File: src/rtl/lpt_pkg.sv
package lpt_pkg;
    localparam int CB_STROBE = 0;
    localparam int CB_INIT   = 2;
    localparam int CB_SELECT = 3;
    localparam int CB_INTEN  = 4;
    localparam int CB_DIR    = 5;

    localparam int SB_ERROR  = 3;
    localparam int SB_ONLINE = 4;
    localparam int SB_ACK    = 6;
    localparam int SB_BUSY   = 7;

    localparam int OFS_DATA = 0;
    localparam int OFS_STAT = 1;
    localparam int OFS_CTRL = 2;

    typedef enum logic [1:0] {
        HS_RDY_NOACK = 2'd0,
        HS_RDY_ACK   = 2'd1,
        HS_BSY_ACK   = 2'd2
    } hs_state_t;

    typedef struct packed {
        logic wr_data;
        logic wr_ctrl;
        logic rd_stat;
    } bus_evt_t;
endpackage

File: src/rtl/lpt_bus_decode.sv
module lpt_bus_decode
    import lpt_pkg::*;
#(
    parameter int WIN_BITS = 3
) (
    input  logic                acc_en,
    input  logic                acc_we,
    input  logic [WIN_BITS-1:0] acc_addr,
    output bus_evt_t            evt
);
    localparam logic [WIN_BITS-1:0] A_DATA = WIN_BITS'(OFS_DATA);
    localparam logic [WIN_BITS-1:0] A_STAT = WIN_BITS'(OFS_STAT);
    localparam logic [WIN_BITS-1:0] A_CTRL = WIN_BITS'(OFS_CTRL);

    // only data and control writes and status reads have effects
    always_comb begin
        evt.wr_data = acc_en &&  acc_we && (acc_addr == A_DATA);
        evt.wr_ctrl = acc_en &&  acc_we && (acc_addr == A_CTRL);
        evt.rd_stat = acc_en && !acc_we && (acc_addr == A_STAT);
    end
endmodule

File: src/rtl/lpt_ctrl_unit.sv
module lpt_ctrl_unit
    import lpt_pkg::*;
#(
    parameter int DATA_W = 8
) (
    input  logic              clk,
    input  logic              rst_n,
    input  bus_evt_t          evt,
    input  logic [DATA_W-1:0] wdata,
    output logic [DATA_W-1:0] ctrl_q,
    output logic [DATA_W-1:0] ctrl_d,
    output logic [DATA_W-1:0] dout_q,
    output logic              init_evt,
    output logic              strobe_evt,
    output logic              set_pend,
    output logic              sent_q
);
    logic armed;
    logic emit_evt;
    logic [DATA_W-1:0] dout_d;

    // decisions use the stored control, which is replaced afterwards
    always_comb begin
        init_evt   = evt.wr_ctrl && !wdata[CB_INIT];
        armed      = evt.wr_ctrl && wdata[CB_INIT] && wdata[CB_SELECT];
        strobe_evt = armed && wdata[CB_STROBE];
        emit_evt   = strobe_evt && !ctrl_q[CB_STROBE];
        set_pend   = armed && !wdata[CB_STROBE] && ctrl_q[CB_INTEN];
        ctrl_d     = evt.wr_ctrl ? wdata : ctrl_q;
        dout_d     = evt.wr_data ? wdata : dout_q;
    end

    always_ff @(posedge clk or negedge rst_n) begin
        if (!rst_n) begin
            ctrl_q <= '0;
            dout_q <= '0;
            sent_q <= 1'b0;
        end else begin
            ctrl_q <= ctrl_d;
            dout_q <= dout_d;
            sent_q <= emit_evt;
        end
    end

    a_r6_single_pulse: assert property (@(posedge clk) disable iff (!rst_n)
        sent_q |=> !sent_q);
    a_r6_no_resend: assert property (@(posedge clk) disable iff (!rst_n)
        (evt.wr_ctrl && ctrl_q[CB_STROBE]) |=> !sent_q);
    a_r8_ctrl_stored: assert property (@(posedge clk) disable iff (!rst_n)
        evt.wr_ctrl |=> ctrl_q == $past(wdata));
endmodule

File: src/rtl/lpt_status_fsm.sv
module lpt_status_fsm
    import lpt_pkg::*;
#(
    parameter int DATA_W = 8
) (
    input  logic              clk,
    input  logic              rst_n,
    input  logic              init_evt,
    input  logic              strobe_evt,
    input  logic              set_pend,
    input  logic              rd_stat,
    input  logic              ctrl_strobe,
    output logic [DATA_W-1:0] status,
    output logic              pend_q,
    output logic              pend_d
);
    hs_state_t st_q, st_d;
    logic online_q, error_q;

    always_comb begin
        st_d = st_q;
        if (init_evt) begin
            st_d = HS_BSY_ACK;
        end else if (strobe_evt) begin
            unique case (st_q)
                HS_BSY_ACK: st_d = HS_RDY_ACK;
                default:    st_d = st_q;
            endcase
        end else if (rd_stat && !ctrl_strobe) begin
            unique case (st_q)
                HS_RDY_ACK:   st_d = HS_RDY_NOACK;
                HS_RDY_NOACK: st_d = HS_BSY_ACK;
                default:      st_d = st_q;
            endcase
        end
        if (rd_stat)       pend_d = 1'b0;
        else if (set_pend) pend_d = 1'b1;
        else               pend_d = pend_q;
    end

    always_ff @(posedge clk or negedge rst_n) begin
        if (!rst_n) begin
            st_q     <= HS_RDY_NOACK;
            online_q <= 1'b0;
            error_q  <= 1'b0;
            pend_q   <= 1'b0;
        end else begin
            st_q     <= st_d;
            online_q <= online_q | init_evt;
            error_q  <= error_q  | init_evt;
            pend_q   <= pend_d;
        end
    end

    always_comb begin
        status            = '0;
        status[SB_ERROR]  = error_q;
        status[SB_ONLINE] = online_q;
        unique case (st_q)
            HS_RDY_NOACK: begin status[SB_BUSY] = 1'b0; status[SB_ACK] = 1'b0; end
            HS_RDY_ACK:   begin status[SB_BUSY] = 1'b0; status[SB_ACK] = 1'b1; end
            HS_BSY_ACK:   begin status[SB_BUSY] = 1'b1; status[SB_ACK] = 1'b1; end
            default:      begin status[SB_BUSY] = 1'b0; status[SB_ACK] = 1'b0; end
        endcase
    end

    a_r4_init_forces: assert property (@(posedge clk) disable iff (!rst_n)
        init_evt |=> (status[SB_BUSY] && status[SB_ACK] && status[SB_ONLINE] && status[SB_ERROR]));
    a_r5_strobe_ready: assert property (@(posedge clk) disable iff (!rst_n)
        strobe_evt |=> !status[SB_BUSY]);
    a_r9_read_clears: assert property (@(posedge clk) disable iff (!rst_n)
        rd_stat |=> !pend_q);
    a_r10_ack_drop: assert property (@(posedge clk) disable iff (!rst_n)
        (rd_stat && !ctrl_strobe && st_q == HS_RDY_ACK) |=> st_q == HS_RDY_NOACK);
    a_r10_held: assert property (@(posedge clk) disable iff (!rst_n)
        (rd_stat && ctrl_strobe) |=> $stable(st_q));
endmodule

File: src/rtl/lpt_port.sv
module lpt_port
    import lpt_pkg::*;
#(
    parameter int DATA_W   = 8,
    parameter int WIN_BITS = 3
) (
    input  logic                clk,
    input  logic                rst_n,
    input  logic                acc_en,
    input  logic                acc_we,
    input  logic [WIN_BITS-1:0] acc_addr,
    input  logic [DATA_W-1:0]   acc_wdata,
    output logic [DATA_W-1:0]   acc_rdata,
    input  logic [DATA_W-1:0]   lp_din,
    output logic [DATA_W-1:0]   lp_dout,
    output logic                lp_sent,
    output logic                lp_irq
);
    bus_evt_t evt;
    logic [DATA_W-1:0] ctrl_q, ctrl_d, status;
    logic init_evt, strobe_evt, set_pend, pend_q, pend_d, irq_q;

    lpt_bus_decode #(.WIN_BITS(WIN_BITS)) u_dec (
        .acc_en(acc_en), .acc_we(acc_we), .acc_addr(acc_addr), .evt(evt));

    lpt_ctrl_unit #(.DATA_W(DATA_W)) u_ctl (
        .clk(clk), .rst_n(rst_n), .evt(evt), .wdata(acc_wdata),
        .ctrl_q(ctrl_q), .ctrl_d(ctrl_d), .dout_q(lp_dout),
        .init_evt(init_evt), .strobe_evt(strobe_evt), .set_pend(set_pend),
        .sent_q(lp_sent));

    lpt_status_fsm #(.DATA_W(DATA_W)) u_fsm (
        .clk(clk), .rst_n(rst_n), .init_evt(init_evt), .strobe_evt(strobe_evt),
        .set_pend(set_pend), .rd_stat(evt.rd_stat), .ctrl_strobe(ctrl_q[CB_STROBE]),
        .status(status), .pend_q(pend_q), .pend_d(pend_d));

    // interrupt follows the post-access pending flag and enable
    always_ff @(posedge clk or negedge rst_n) begin
        if (!rst_n) irq_q <= 1'b0;
        else        irq_q <= pend_d & ctrl_d[CB_INTEN];
    end
    assign lp_irq = irq_q;

    // read mux
    always_comb begin
        unique case (acc_addr)
            WIN_BITS'(OFS_DATA): acc_rdata = ctrl_q[CB_DIR] ? lp_din : lp_dout;
            WIN_BITS'(OFS_STAT): acc_rdata = status;
            WIN_BITS'(OFS_CTRL): acc_rdata = ctrl_q;
            default:             acc_rdata = '0;
        endcase
    end

    a_r11_irq_gate: assert property (@(posedge clk) disable iff (!rst_n)
        lp_irq == (pend_q && ctrl_q[CB_INTEN]));
    a_r12_stat_write_inert: assert property (@(posedge clk) disable iff (!rst_n)
        (acc_en && acc_we && acc_addr == WIN_BITS'(OFS_STAT)) |=> $stable(status));
endmodule

File: config.mk
export PLATFORM = sky130hd
export DESIGN_NAME = lpt_port
export DESIGN_NICKNAME = d
export VERILOG_FILES = /design/src/rtl/lpt_pkg.sv /design/src/rtl/lpt_bus_decode.sv /design/src/rtl/lpt_ctrl_unit.sv /design/src/rtl/lpt_status_fsm.sv /design/src/rtl/lpt_port.sv
export SDC_FILE = /design/constraint.sdc
export NUM_CORES = 1
export LEC_CHECK = 0
export BUFFER_PORTS_ARGS = -buffer_cell sky130_fd_sc_hd__buf_2
export CAP_MARGIN = 0
export CORE_ASPECT_RATIO = 1.4
export CORE_MARGIN = 2
export CORE_UTILIZATION = 53
export DETAILED_ROUTE_END_ITERATION = 6
export GPL_ROUTABILITY_DRIVEN = 0
export PLACE_DENSITY = 0.83
export REMOVE_ABC_BUFFERS = 1
export SYNTH_ARGS = -nofsm -noshare
export SYNTH_HDL_FRONTEND = slang
export SYNTH_SLANG_ARGS = --single-unit
File: constraint.sdc
create_clock -name clk -period 3.19 [get_ports clk]
set_input_delay 0.319 -clock clk [delete_from_list [all_inputs] [get_ports clk]]
set_output_delay 0.319 -clock clk [all_outputs]
set_load 0.05 [all_outputs]
==> results of run 1 <==
==> report_power, final <==
| group | internal (µW) | leakage (µW) | switching [µW] |
|---|---|---|---|
| Clock | 46.8 | 0.0000177 | 85.5 |
| Combinational | 119 | 0.000427 | 211 |
| Sequential | 350 | 0.000285 | 52.1 |
| Total | 516 | 0.000729 | 349 |
==> per-stage QoR <==
step | instance area, µm² | cells | setup TNS (ns) | worst slack [ns] | power, µW
after detailed placement | 1440 | 164 | 0 | 1.37 | 739
final | 1480 | 169 | 0 | 1.03 | 865
after CTS | 1480 | 169 | 0 | 1.00 | 874
after global placement | 1440 | 164 | 0 | 1.44 | 727
after floorplan | 1210 | 102 | -1.13 | -0.375 | 639
after global routing | 1480 | 169 | 0 | 0.871 | 916
==> cells in the mapped netlist (all sizes together) <==
master | number | share of area [%]
a2111oi | 3 | 2.1
a211oi | 3 | 1.8
a31o | 1 | 0.71
a41oi | 1 | 0.71
and3 | 1 | 0.51
and4 | 1 | 0.71
and4bb | 1 | 1.0
buf | 1 | 0.91
clkbuf | 4 | 1.2
dfrtp | 23 | 47
ha | 3 | 3.0
inv | 7 | 2.1
mux2 | 19 | 17
mux2i | 7 | 5.7
nand2 | 3 | 0.91
nand2b | 5 | 2.5
nand3 | 2 | 0.81
nand4bb | 1 | 0.91
nor2 | 8 | 2.6
nor4 | 1 | 0.51
nor4b | 1 | 0.71
o21ai | 2 | 0.81
o31a | 1 | 0.71
o32ai | 4 | 2.8
or2 | 1 | 0.51
or3 | 2 | 1.0
or4b | 1 | 0.81
==> final cells by class <==
class                   count  area, µm²
multi-input cells          72        609
repair buffers             41        210
well taps                  22       27.5
fillers                   193        726
clock buffers               3       22.5
clock inverters             1       5.00
inverters                   7       26.3
flip-flops and latches     23        576
==> logic make-up after synthesis <==
group,Yosys count
adder cells (fa/ha/maj),3
multiplexers,26
AND/OR/NAND/NOR,28
AO/OA/AOI/OAI,15
flip-flops,23
buffers and inverters,12
==> state kept, by name, indices dropped and copies added, names as in the netlist <==
signal,cells
lp_irq,1
u_fsm.error_q,1
u_ctl.ctrl_q,8
u_fsm.online_q,1
u_fsm.st_q,2
u_fsm.pend_q,1
u_ctl.dout_q,8
u_ctl.sent_q,1
==> cells in the final DEF, fill, tap and decap left out, types with 2 or more instances in the layout <==
cell and count:
a2111oi_0 3, inv_1 6, nand2_1 3, a211oi_1 3, mux2i_1 7, nand3_1 2
or3_1 2, buf_2 40, mux2_2 12, ha_1 3, mux2_1 7, clkbuf_4 3
nand2b_1 5, o21ai_0 2, o32ai_1 4, nor2_1 7, dfrtp_1 23
==> final timing paths <==
kind / end / slack [ns] / cells past startpoint
min in group asynchronous: u_fsm.error_q / 0.49 / 2
hold / removal: u_ctl.ctrl_q[7] / 0.23 / 2
max in group asynchronous: u_ctl.dout_q[0] / 2.35 / 2
setup reg to reg: u_fsm.st_q[0] / 1.53 / 3
hold reg to reg: u_fsm.online_q / 0.49 / 1
setup / recovery: acc_rdata[1] / 1.03 / 3
==> layer usage <==
| layer | global-route usage (%) | vias up | share of wire, % |
|---|---|---|---|
| li1 | - | 476 | - |
| met1 | 29.9 | 494 | 41 |
| met2 | 38.3 | 33 | 53 |
| met3 | 2.93 | 6 | 4.3 |
| met4 | 11.8 | 0 | 1.7 |
| met5 | 0 | - | 0 |
==> run_results.csv, run 1 <==
group,metric,value,unit
setup_path,end_kind,"primary output",
timing,rsz0062_at_grt,"false",
routing,wl_per_cell,16.7,µm
timing,relSlewSlack,66.1,%
setup_path,cp_max_fo,10,
global_routing,antenna_found_initial,0,
cts,holdBufCountCts,1,
logic_synthesis,synthAdderAreaFrac,3.03,%
cells_and_area,diodes,0,
setup_path,crit_path_cell_trace,"mux2i_1 -> a2111oi_0 -> buf_2",
routing,routed_via_density,5.97,
logic_synthesis,synth_xor_area_share,0,%
setup_path,startpoint_type,"register",
setup_path,worstPathRequired,2.87,ns
cells_and_area,final_nets,174,
timing,max_freq,463,MHz
setup_path,path_class,"register to primary output",
cts,postCtsSetupBuffers,0,
timing,min_period,2.16,ns
min_path,hold_class,"input port to register",
setup_path,critPathTopFamily,"flip-flops",
timing,setup_viol,0,
timing,hold_violations,0,
cts,cts_root_buf,"clkbuf_4",
floorplan,start_util,56.2,%
cts,ctsResizeCount,0,
pwr,power_density,586,nW/µm²
pwr,p_leak,0.000729,µW
timing,fin_crit_sh,67.7,%
timing,fin_worst_skew,0.00562,ns
setup_path,worstSetupStartpoint,"u_ctl.ctrl_q[5]",
setup_path,cp.arrival,1.84,ns
floorplan,rows,20,
global_routing,grt_pass1_wl,4620,µm
logic_synthesis,ys_seq_elements,23,
global_routing,grt.overflow.total,0,
logic_synthesis,syn-instance-count,107,
min_path,worstHoldStart,"acc_wdata[7]",
logic_synthesis,synth_top_family_by_area,"multiplexers",
cts,clk_latency,0.31,ns
global_routing,grt_max_degree,24,
cts,cts_tree,"done",
global_routing,grt_pass1_vias,1014,
floorplan,dieArea,2740,µm²
place,hpwl,2190,µm
logic_synthesis,synth_area_per_cell,11.6,µm²
logic_synthesis,seq_area_frac_synth,46.5,%
cts,clockBufferDepth,2,
timing,slew_violations,0,
routing,ant_nets,0,
routing,routed-via-count,1009,
setup_path,cp_num_buf_inv,1,
floorplan,ios,41,
place,io_buffers,40,
cts,cts.sinks,23,
cts,clk_pin_slew,0.13,ns
logic_synthesis,synth_area,1240,µm²
global_routing,grt_util_all_layers,23.3,%
routing,dr.pass1.iters,4,
routing,drc,0,
cells_and_area,area_growth_syn_to_layout,19.3,%
timing,hold_slack,0.227,ns
floorplan,die_w,44.8,µm
status,outcome,"complete, no violations",
floorplan,core_area,2200,µm²
logic_synthesis,synth-simple-area-share,13.5,%
routing,drt_iter0_drc,18,
logic_synthesis,synth_cell_types,30,
setup_path,cp_slowest_cell,"dfrtp_1",
pwr,max-vdd-ir-drop,0.000430,V
routing,finalWirelength,2820,µm
setup_path,r2r-start,"u_ctl.ctrl_q[0]",
setup_path,max_stage_delay,0.64,ns
logic_synthesis,synthMuxAreaShare,23.0,%
floorplan,die_height,61.2,µm
logic_synthesis,ys.warnings.count,0,
cts,htreeDepth,1,
cts,cts_buffers,3,
cells_and_area,drive_gt1_share,40.8,%
job,max-cap-violations,0,
logic_synthesis,synth_compound_area_share,9.71,%
cells_and_area,fin_util,67.0,%
timing,tightest_slew,0.509,ns
Power figures use the tool's default switching activity.
==> run 2: changes to the inputs <==
--- a/config.mk
+++ b/config.mk
@@ -9,10 +9,10 @@
 export CAP_MARGIN = 0
 export CORE_ASPECT_RATIO = 1.4
 export CORE_MARGIN = 2
-export CORE_UTILIZATION = 53
+export CORE_UTILIZATION = 49
 export DETAILED_ROUTE_END_ITERATION = 6
 export GPL_ROUTABILITY_DRIVEN = 0
-export PLACE_DENSITY = 0.83
+export PLACE_DENSITY = 0.78
 export REMOVE_ABC_BUFFERS = 1
 export SYNTH_ARGS = -nofsm -noshare
 export SYNTH_HDL_FRONTEND = slang
==> constraint.sdc (replaced) <==
create_clock -name clk -period 2 [get_ports clk]
set_input_delay 0.2 -clock clk [delete_from_list [all_inputs] [get_ports clk]]
set_output_delay 0.2 -clock clk [all_outputs]
set_load 0.05 [all_outputs]
==> run_results.csv, run 2 (synthesis gave the netlist of run 1 again) <==
group,metric,value,unit
setup_path,reg2reg_depth,3,
place,hpwl,2180,µm
routing,drc,0,
routing,ant_nets,0,
cells_and_area,final_nets,175,
pwr,power_density,924,nW/µm²
setup_path,rrSetupSlack,0.36,ns
routing,routed_via_density,5.45,
cts,cts.sinks,23,
global_routing,grt_pass1_vias,1042,
floorplan,dieArea,2950,µm²
timing,tightest_slew,0.523,ns
setup_path,worstPathRequired,1.80,ns
routing,routed-via-count,991,
setup_path,cp_max_fo,10,
floorplan,rows,21,
min_path,worstHoldPathCells,2,
setup_path,path_class,"register to primary output",
routing,wl_per_cell,15.7,µm
min_path,hold_class,"input port to register",
cells_and_area,area_growth_syn_to_layout,21.4,%
floorplan,die_w,46.5,µm
cells_and_area,fin_util,62.8,%
cells_and_area,layout_commonest_cell,"buf_2",
cts,cts_tree,"done",
job,max-cap-violations,0,
global_routing,antenna_found_initial,0,
setup_path,cp.arrival,1.70,ns
global_routing,grt.overflow.total,0,
cells_and_area,drive_gt1_share,41.9,%
routing,drt_iter0_drc,24,
cts,cts_buffers,3,
cts,postCtsSetupBuffers,0,
global_routing,grt_max_degree,24,
floorplan,die_height,63.5,µm
timing,setup_tns,0,ns
timing,fin_worst_skew,0.00509,ns
timing,min_period,1.90,ns
cts,htreeDepth,1,
routing,dr.pass1.iters,4,
timing,fin_crit_sh,95.0,%
setup_path,startpoint_type,"register",
timing,rsz0062_at_grt,"false",
cts,clk_pin_slew,0.13,ns
cells_and_area,diodes,0,
cts,clk_latency,0.31,ns
setup_path,end_kind,"primary output",
pwr,p_leak,0.000734,µW
cts,cts_root_buf,"clkbuf_4",
timing,hold_violations,0,
cts,clockBufferDepth,2,
timing,slew_violations,0,
floorplan,ios,41,
routing,finalWirelength,2860,µm
cells_and_area,fill_cells,203,
floorplan,start_util,51.8,%
timing,hold_slack,0.103,ns
global_routing,grt_util_all_layers,20.7,%
timing,relSlewSlack,65.1,%
cells_and_area,mostFrequentLayoutCells,"buf_2 (39), dfrtp_1 (22), mux2_2 (12)",
pwr,max-vdd-ir-drop,0.000699,V
timing,max_freq,526,MHz
status,outcome,"complete, no violations",
floorplan,core_area,2390,µm²
cells_and_area,reg_top3,"u_ctl.ctrl_q x8, u_ctl.dout_q x8, u_fsm.st_q x2",
place,io_buffers,40,
timing,setup_viol,0,
global_routing,grt_pass1_wl,4510,µm
[run 2: worst paths after layout]
| check | from | to |
|---|---|---|
| setup / recovery | u_ctl.ctrl_q[5] | acc_rdata[0] |
| hold / removal | acc_wdata[1] | u_ctl.ctrl_q[1] |
| setup reg to reg | u_ctl.ctrl_q[0] | u_fsm.st_q[0] |
| hold reg to reg | u_fsm.error_q | u_fsm.error_q |
| max in group asynchronous | rst_n | u_ctl.ctrl_q[5] |
| min in group asynchronous | rst_n | u_ctl.dout_q[4] |
[run 2: cell type report]
type / count / area (µm²) / share of cell area (%)
Inverter: 7 / 26.3 / 1.75
Sequential cell: 23 / 577 / 38.4
Clock inverter: 1 / 5.00 / 0.333
Tap cell: 34 / 42.5 / 2.83
Clock buffer: 3 / 22.5 / 1.50
Timing Repair Buffer: 42 / 220 / 14.7
Multi-Input combinational cell: 72 / 609 / 40.5
[run 2: critical path: stages (launching register included)]
cell and delay [ns]:
dfrtp_2 0.52, mux2i_1 0.14, a2111oi_0 0.39, buf_2 0.33
[run 2: metal layers]
metal	vias to the layer above	GRT usage, %	share of wire [%]	routed length (µm)
met3	4	2.29	4.1	116
met2	31	35.1	55	1560
li1	474	-	-	-
met5	-	0	0	0
met4	0	9.29	1.3	36
met1	482	25.0	40	1140
[run 2: what timing repair did]
| action | in CTS | in global routing |
|---|---|---|
| setup endpoints to repair | 0 | 7 |
| hold buffers | 1 | 0 |
| gates resized for setup | 0 | 3 |
| endpoints found under the hold margin | 23 | 0 |
[run 2: through the flow]
step / setup slack (ns) / instance area, µm² / std cells / total power (µW)
final: 0.0999 / 1500 / 182 / 1390
after global routing: 0.00449 / 1500 / 182 / 1460
after CTS: 0.00758 / 1500 / 182 / 1400
after detailed placement: 0.370 / 1460 / 177 / 1180
after global placement: 0.371 / 1460 / 177 / 1160
after floorplan: -1.45 / 1210 / 102 / 1020
[run 2: report_power, final]
group / internal (µW) / switching, µW / leakage [µW] / total [µW]
Combinational: 192 / 340 / 0.000432 / 532
Clock: 74.7 / 145 / 0.0000177 / 220
Sequential: 559 / 78.2 / 0.000284 / 637
Total: 825 / 563 / 0.000734 / 1390
